$ cat config.mk
export PLATFORM = sky130hd
export DESIGN_NAME = clksw_seq
export DESIGN_NICKNAME = d
export VERILOG_FILES = /design/src/rtl/clksw_pkg.sv /design/src/rtl/clksw_policy.sv /design/src/rtl/clksw_fsm.sv /design/src/rtl/clksw_outs.sv /design/src/rtl/clksw_seq.sv
export SDC_FILE = /design/constraint.sdc
export NUM_CORES = 1
export LEC_CHECK = 0
export BUFFER_PORTS_ARGS = -buffer_cell sky130_fd_sc_hd__buf_2
export CAP_MARGIN = 20
export CELL_PAD_IN_SITES_DETAIL_PLACEMENT = 0
export CELL_PAD_IN_SITES_GLOBAL_PLACEMENT = 1
export CORE_MARGIN = 2
export CORE_UTILIZATION = 33
export CTS_CLUSTER_DIAMETER = 100
export DETAILED_ROUTE_END_ITERATION = 16
export PLACE_DENSITY_LB_ADDON = 0.1
export SYNTH_ARGS = -nofsm -noshare
export SYNTH_HDL_FRONTEND = slang
export SYNTH_SLANG_ARGS = --single-unit
$ cat constraint.sdc
create_clock -name clk -period 3.1 [get_ports clk]
set_input_delay 0.465 -clock clk [delete_from_list [all_inputs] [get_ports clk]]
set_output_delay 0.465 -clock clk [all_outputs]
set_load 0.01 [all_outputs]
$ cat src/rtl/clksw_pkg.sv
package clksw_pkg;
  localparam int unsigned CODE_W = 8;
  localparam logic [CODE_W-1:0] SRC_CODE_PLL = 8'h21;
  localparam logic [CODE_W-1:0] SRC_CODE_PCI = 8'h23;

  typedef enum logic [2:0] {
    ST_IDLE,
    ST_ACK,
    ST_ISO,
    ST_SEL,
    ST_CRST,
    ST_SMR,
    ST_REL,
    ST_RECON
  } seq_state_e;
endpackage

$ cat src/rtl/clksw_policy.sv
module clksw_policy (
  input  logic issue_write,
  input  logic bus_66,
  input  logic partner_idle,
  input  logic cur_pll,
  output logic need_pll,
  output logic do_switch
);
  always_comb begin
    need_pll  = issue_write | bus_66;
    do_switch = partner_idle & (need_pll != cur_pll);
  end
endmodule

$ cat src/rtl/clksw_fsm.sv
module clksw_fsm
  import clksw_pkg::*;
(
  input  logic       clk,
  input  logic       rst_n,
  input  logic       req,
  input  logic       do_switch,
  output seq_state_e state
);
  seq_state_e state_d;
  seq_state_e state_q;

  always_comb begin
    state_d = state_q;
    unique case (state_q)
      ST_IDLE:  if (req) state_d = do_switch ? ST_ISO : ST_ACK;
      ST_ACK:   state_d = ST_IDLE;
      ST_ISO:   state_d = ST_SEL;
      ST_SEL:   state_d = ST_CRST;
      ST_CRST:  state_d = ST_SMR;
      ST_SMR:   state_d = ST_REL;
      ST_REL:   state_d = ST_RECON;
      ST_RECON: state_d = ST_IDLE;
      default:  state_d = ST_IDLE;
    endcase
  end

  always_ff @(posedge clk or negedge rst_n) begin
    if (!rst_n) state_q <= ST_IDLE;
    else        state_q <= state_d;
  end

  assign state = state_q;
endmodule

$ cat src/rtl/clksw_outs.sv
module clksw_outs
  import clksw_pkg::*;
#(
  parameter int unsigned NCH = 2
) (
  input  logic              clk,
  input  logic              rst_n,
  input  seq_state_e        state,
  input  logic              start,
  input  logic              need_pll,
  output logic [NCH-1:0]    bus_iso,
  output logic [CODE_W-1:0] clk_src_code,
  output logic              chan_rst,
  output logic [NCH-1:0]    sm_rst,
  output logic              issue_ack,
  output logic              done,
  output logic              cur_pll
);
  logic in_iso, in_smr;
  logic tgt_q, tgt_d, tgt_en;
  logic [CODE_W-1:0] code_q, code_d;
  logic code_en;
  logic cur_q, cur_d, cur_en;

  always_comb begin
    in_iso    = (state == ST_ISO) || (state == ST_SEL) || (state == ST_CRST) ||
                (state == ST_SMR) || (state == ST_REL);
    in_smr    = (state == ST_SMR);
    chan_rst  = (state == ST_CRST) || (state == ST_SMR);
    issue_ack = (state == ST_ACK) || (state == ST_RECON);
    done      = (state == ST_RECON);
  end

  for (genvar ch = 0; ch < NCH; ch++) begin : g_ch
    assign bus_iso[ch] = in_iso;
    assign sm_rst[ch]  = in_smr;
  end

  always_comb begin
    tgt_en  = start;
    tgt_d   = need_pll;
    code_en = (state == ST_ISO);
    code_d  = tgt_q ? SRC_CODE_PLL : SRC_CODE_PCI;
    cur_en  = (state == ST_RECON);
    cur_d   = tgt_q;
  end

  always_ff @(posedge clk or negedge rst_n) begin
    if (!rst_n) begin
      tgt_q  <= 1'b0;
      code_q <= SRC_CODE_PCI;
      cur_q  <= 1'b0;
    end else begin
      if (tgt_en)  tgt_q  <= tgt_d;
      if (code_en) code_q <= code_d;
      if (cur_en)  cur_q  <= cur_d;
    end
  end

  assign clk_src_code = code_q;
  assign cur_pll      = cur_q;
endmodule

$ cat src/rtl/clksw_seq.sv
module clksw_seq
  import clksw_pkg::*;
#(
  parameter int unsigned NCH = 2
) (
  input  logic              clk,
  input  logic              rst_n,
  input  logic              issue_req,
  input  logic              issue_write,
  input  logic              partner_idle,
  input  logic              bus_66,
  output logic              issue_ack,
  output logic [NCH-1:0]    bus_iso,
  output logic [CODE_W-1:0] clk_src_code,
  output logic              chan_rst,
  output logic [NCH-1:0]    sm_rst,
  output logic              done,
  output logic              cur_src_pll
);
  logic [1:0] rst_sync_q;
  logic       rst_int_n;
  logic       need_pll, do_switch, start;
  seq_state_e state;

  always_ff @(posedge clk or negedge rst_n) begin
    if (!rst_n) rst_sync_q <= 2'b00;
    else        rst_sync_q <= {rst_sync_q[0], 1'b1};
  end
  assign rst_int_n = rst_sync_q[1];

  clksw_policy u_policy (
    .issue_write (issue_write),
    .bus_66      (bus_66),
    .partner_idle(partner_idle),
    .cur_pll     (cur_src_pll),
    .need_pll    (need_pll),
    .do_switch   (do_switch)
  );

  clksw_fsm u_fsm (
    .clk      (clk),
    .rst_n    (rst_int_n),
    .req      (issue_req),
    .do_switch(do_switch),
    .state    (state)
  );

  assign start = (state == ST_IDLE) && issue_req && do_switch;

  clksw_outs #(.NCH(NCH)) u_outs (
    .clk         (clk),
    .rst_n       (rst_int_n),
    .state       (state),
    .start       (start),
    .need_pll    (need_pll),
    .bus_iso     (bus_iso),
    .clk_src_code(clk_src_code),
    .chan_rst    (chan_rst),
    .sm_rst      (sm_rst),
    .issue_ack   (issue_ack),
    .done        (done),
    .cur_pll     (cur_src_pll)
  );
endmodule

==> run_results.csv <==
group,metric,value,unit
sta,fmax,582,MHz
pwr,vdd.ir_drop.worst,0.491,mV
floorplan,core,1320,um2
cells_and_area,area_growth,13.9,%
clock_network,path_clk_slew,60,ps
floorplan,ios,22,
drt,num_vias,336,
logic_synthesis,synth-edff-count,0,
clock_network,clock-sinks,8,
sta,finalSetupViolCount,0,
clock_network,clock_latency,260,ps
logic_synthesis,async_flop_share,100,%
logic_synthesis,synth.avg_cell_area,9.75,um2
logic_synthesis,ys_ff_latch,8,
place,routabilityCongestion,0.682,
cells_and_area,final_cell_count_no_fill,77,
sta,rsz0062_at_grt,"no",
logic_synthesis,yosysTopAreaCell,"dfrtp_1",
drt,firstDrtPassIters,3,
sta,maxSlewViolCount,0,
clock_network,htreeDepth,1,
place,place_inst,72,
clock_network,clk_path_buf_depth,2,
sta,period_needed,1720,ps
floorplan,fp.dieW,41.7,um
pwr,power.switching,0.196,mW
logic_synthesis,yosys_warnings,0,
logic_synthesis,synth_top_flop_cell,"dfrtp_1",
pwr,power_frac_clock,17.4,%
logic_synthesis,netlist_instances,48,
logic_synthesis,ys_seq_area_share,43.0,%
drt,remaining_drc_errors,0,
grt,grt-ovfl-total,0,
flow_run,maxCapViolations,0,
pwr,seqPwrFrac,39.5,%
sta,fin_tns_setup,0,ps
sta,fin_worst_skew,12.8,ps
setup_path,critical_path_class,"reg -> out",
grt,grt_pass1_vias,305,
cells_and_area,most-common-layout-cells,"buf_2, conb_1, dfrtp_1, nor2_1",
logic_synthesis,synth.top_cell.area_share,37.4,%
cells_and_area,layout-drive-gt1-share,33.9,%
floorplan,core.rowCount,13,
drt,drt-initial-drc-count,2,
cells_and_area,nFillCells,138,
setup_path,crit_path_end_kind,"output port",
sta,fin_crit_sh,55.5,%
drt,drt-total-wl,751,um
sta,hold_ws,74.6,ps
logic_synthesis,ys_types,21,
grt,grt_use_total,9.91,%
grt,antenna_found_initial,0,
setup_path,arrival,1250,ps
cells_and_area,fin_util,40.5,%
logic_synthesis,synth.top_cells.by_area,"dfrtp_1, buf_4, dfstp_2",
setup_path,critPathMaxFanout,7,
pwr,p_comb_share,43.2,%
cells_and_area,final_common_cell,"buf_2",
drt,wl_per_cell,9.75,um
floorplan,start_util,35.5,%
place,io_buffers,14,
pwr,fin_total_pwr,0.498,mW
cells_and_area,n_antenna_cell,0,
floorplan,die_h,41.7,um
setup_path,cp.required,2630,ps
grt,grt_max_degree,9,
clock_network,clockRootBuffer,"clkbuf_4",
cells_and_area,final_nets,69,
setup_path,start_kind,"flip-flop",
pwr,leakagePower,0.274,nW
worst_hold_path,hp-class,"reg -> async",
grt,grt_pass1_wl,1240,um
pwr,p_int,0.302,mW
pwr,power_density,934,nW/um2
pwr,swShare,39.3,%
floorplan,die-area,1740,um2
sta,hold_viol_final,0,
drt,viasPerCell,4.36,
outcome,status,"finished, final reports clean",
logic_synthesis,syn_area,468,um2
clock_network,cts_made_buffers,3,
clock_network,cts_tree,"built",
drt,detail-route-antenna-nets,0,
-- final timing paths --
path	slack, ps	to	from	depth (start not counted)
max	1380	bus_iso[1]	u_fsm.state[2]	3
min	70	u_fsm.state[1]	rst_sync_q[1]	0
max reg2reg	1650	u_outs.cur_d	u_fsm.state[1]	3
min reg2reg	70	u_fsm.state[1]	rst_sync_q[1]	0
max in group asynchronous	2480	rst_sync_q[0]	rst_n	2
min in group clk	340	rst_sync_q[1]	rst_sync_q[0]	0
-- cells in the mapped netlist, types with 2 or more instances --
cell     count
o21a_1       2
conb_1       2
nor2_1       4
dfrtp_1      7
and2_1       2
inv_1        2
mux2_2       2
buf_4       11
nor3_1       2
nand2_1      3
-- area by class of cell --
cell class	instances	area, um2	area share, %
multi-input cells	33	199	37.3
clock buffers	4	26.3	4.93
well taps	15	18.8	3.52
inverters	2	7.51	1.41
flip-flops and latches	8	201	37.8
repair buffers	15	80.1	15.0
-- what timing repair did --
item,in CTS,in global routing
resized for setup,0,0
hold buffers,1,0
hold endpoints to repair,2,0
buffers inserted,0,0
-- stage by stage --
step	area, um2	setup slack [ps]
4_1_cts	533	1360
5_1_grt	533	1310
3_3_place_gp	497	1610
2_1_floorplan	490	1690
3_5_place_dp	497	1600
6_report	533	1380
-- critical path, stage by stage, from the launching register on --
cell     delay [ps]
dfrtp_1         440
and3_1          250
nor2_1          150
buf_2           150
-- flip-flops by register name, indices dropped and copies added, names as in the netlist --
signal / cells
rst_sync_q: 2
u_fsm.state: 3
u_outs.clk_src_code: 1
u_outs.cur_d: 1
u_outs.cur_pll: 1
-- power groups by stage --
stage / registers, mW / logic [mW] / clock network (mW)
5_1_grt: 0.203 / 0.239 / 0.0986
3_3_place_gp: 0.200 / 0.215 / 0
3_5_place_dp: 0.196 / 0.215 / 0
4_1_cts: 0.195 / 0.220 / 0.0917
6_report: 0.196 / 0.215 / 0.0866
2_1_floorplan: 0.191 / 0.183 / 0
-- routing by layer --
metal,up-vias,part of all wire (%),track usage [%]
met5,-,0,0
met4,0,1.6,5.81
met3,2,6.9,5.65
met2,14,48,16.6
met1,151,43,9.32
li1,169,-,-
-- cell families after synthesis --
logic type                count (synthesis)  synth area share, %
xor gates and xnor gates                  1                 1.87
buffers and inverters                    13                 19.3
and+or+nand+nor                          16                 19.5
muxes                                     3                 6.95
other                                     2                 1.60
DFF                                       8                 43.0
AOI/OAI and AO/OA                         5                 7.75
No activity file was read; power rests on OpenSTA's default activity.
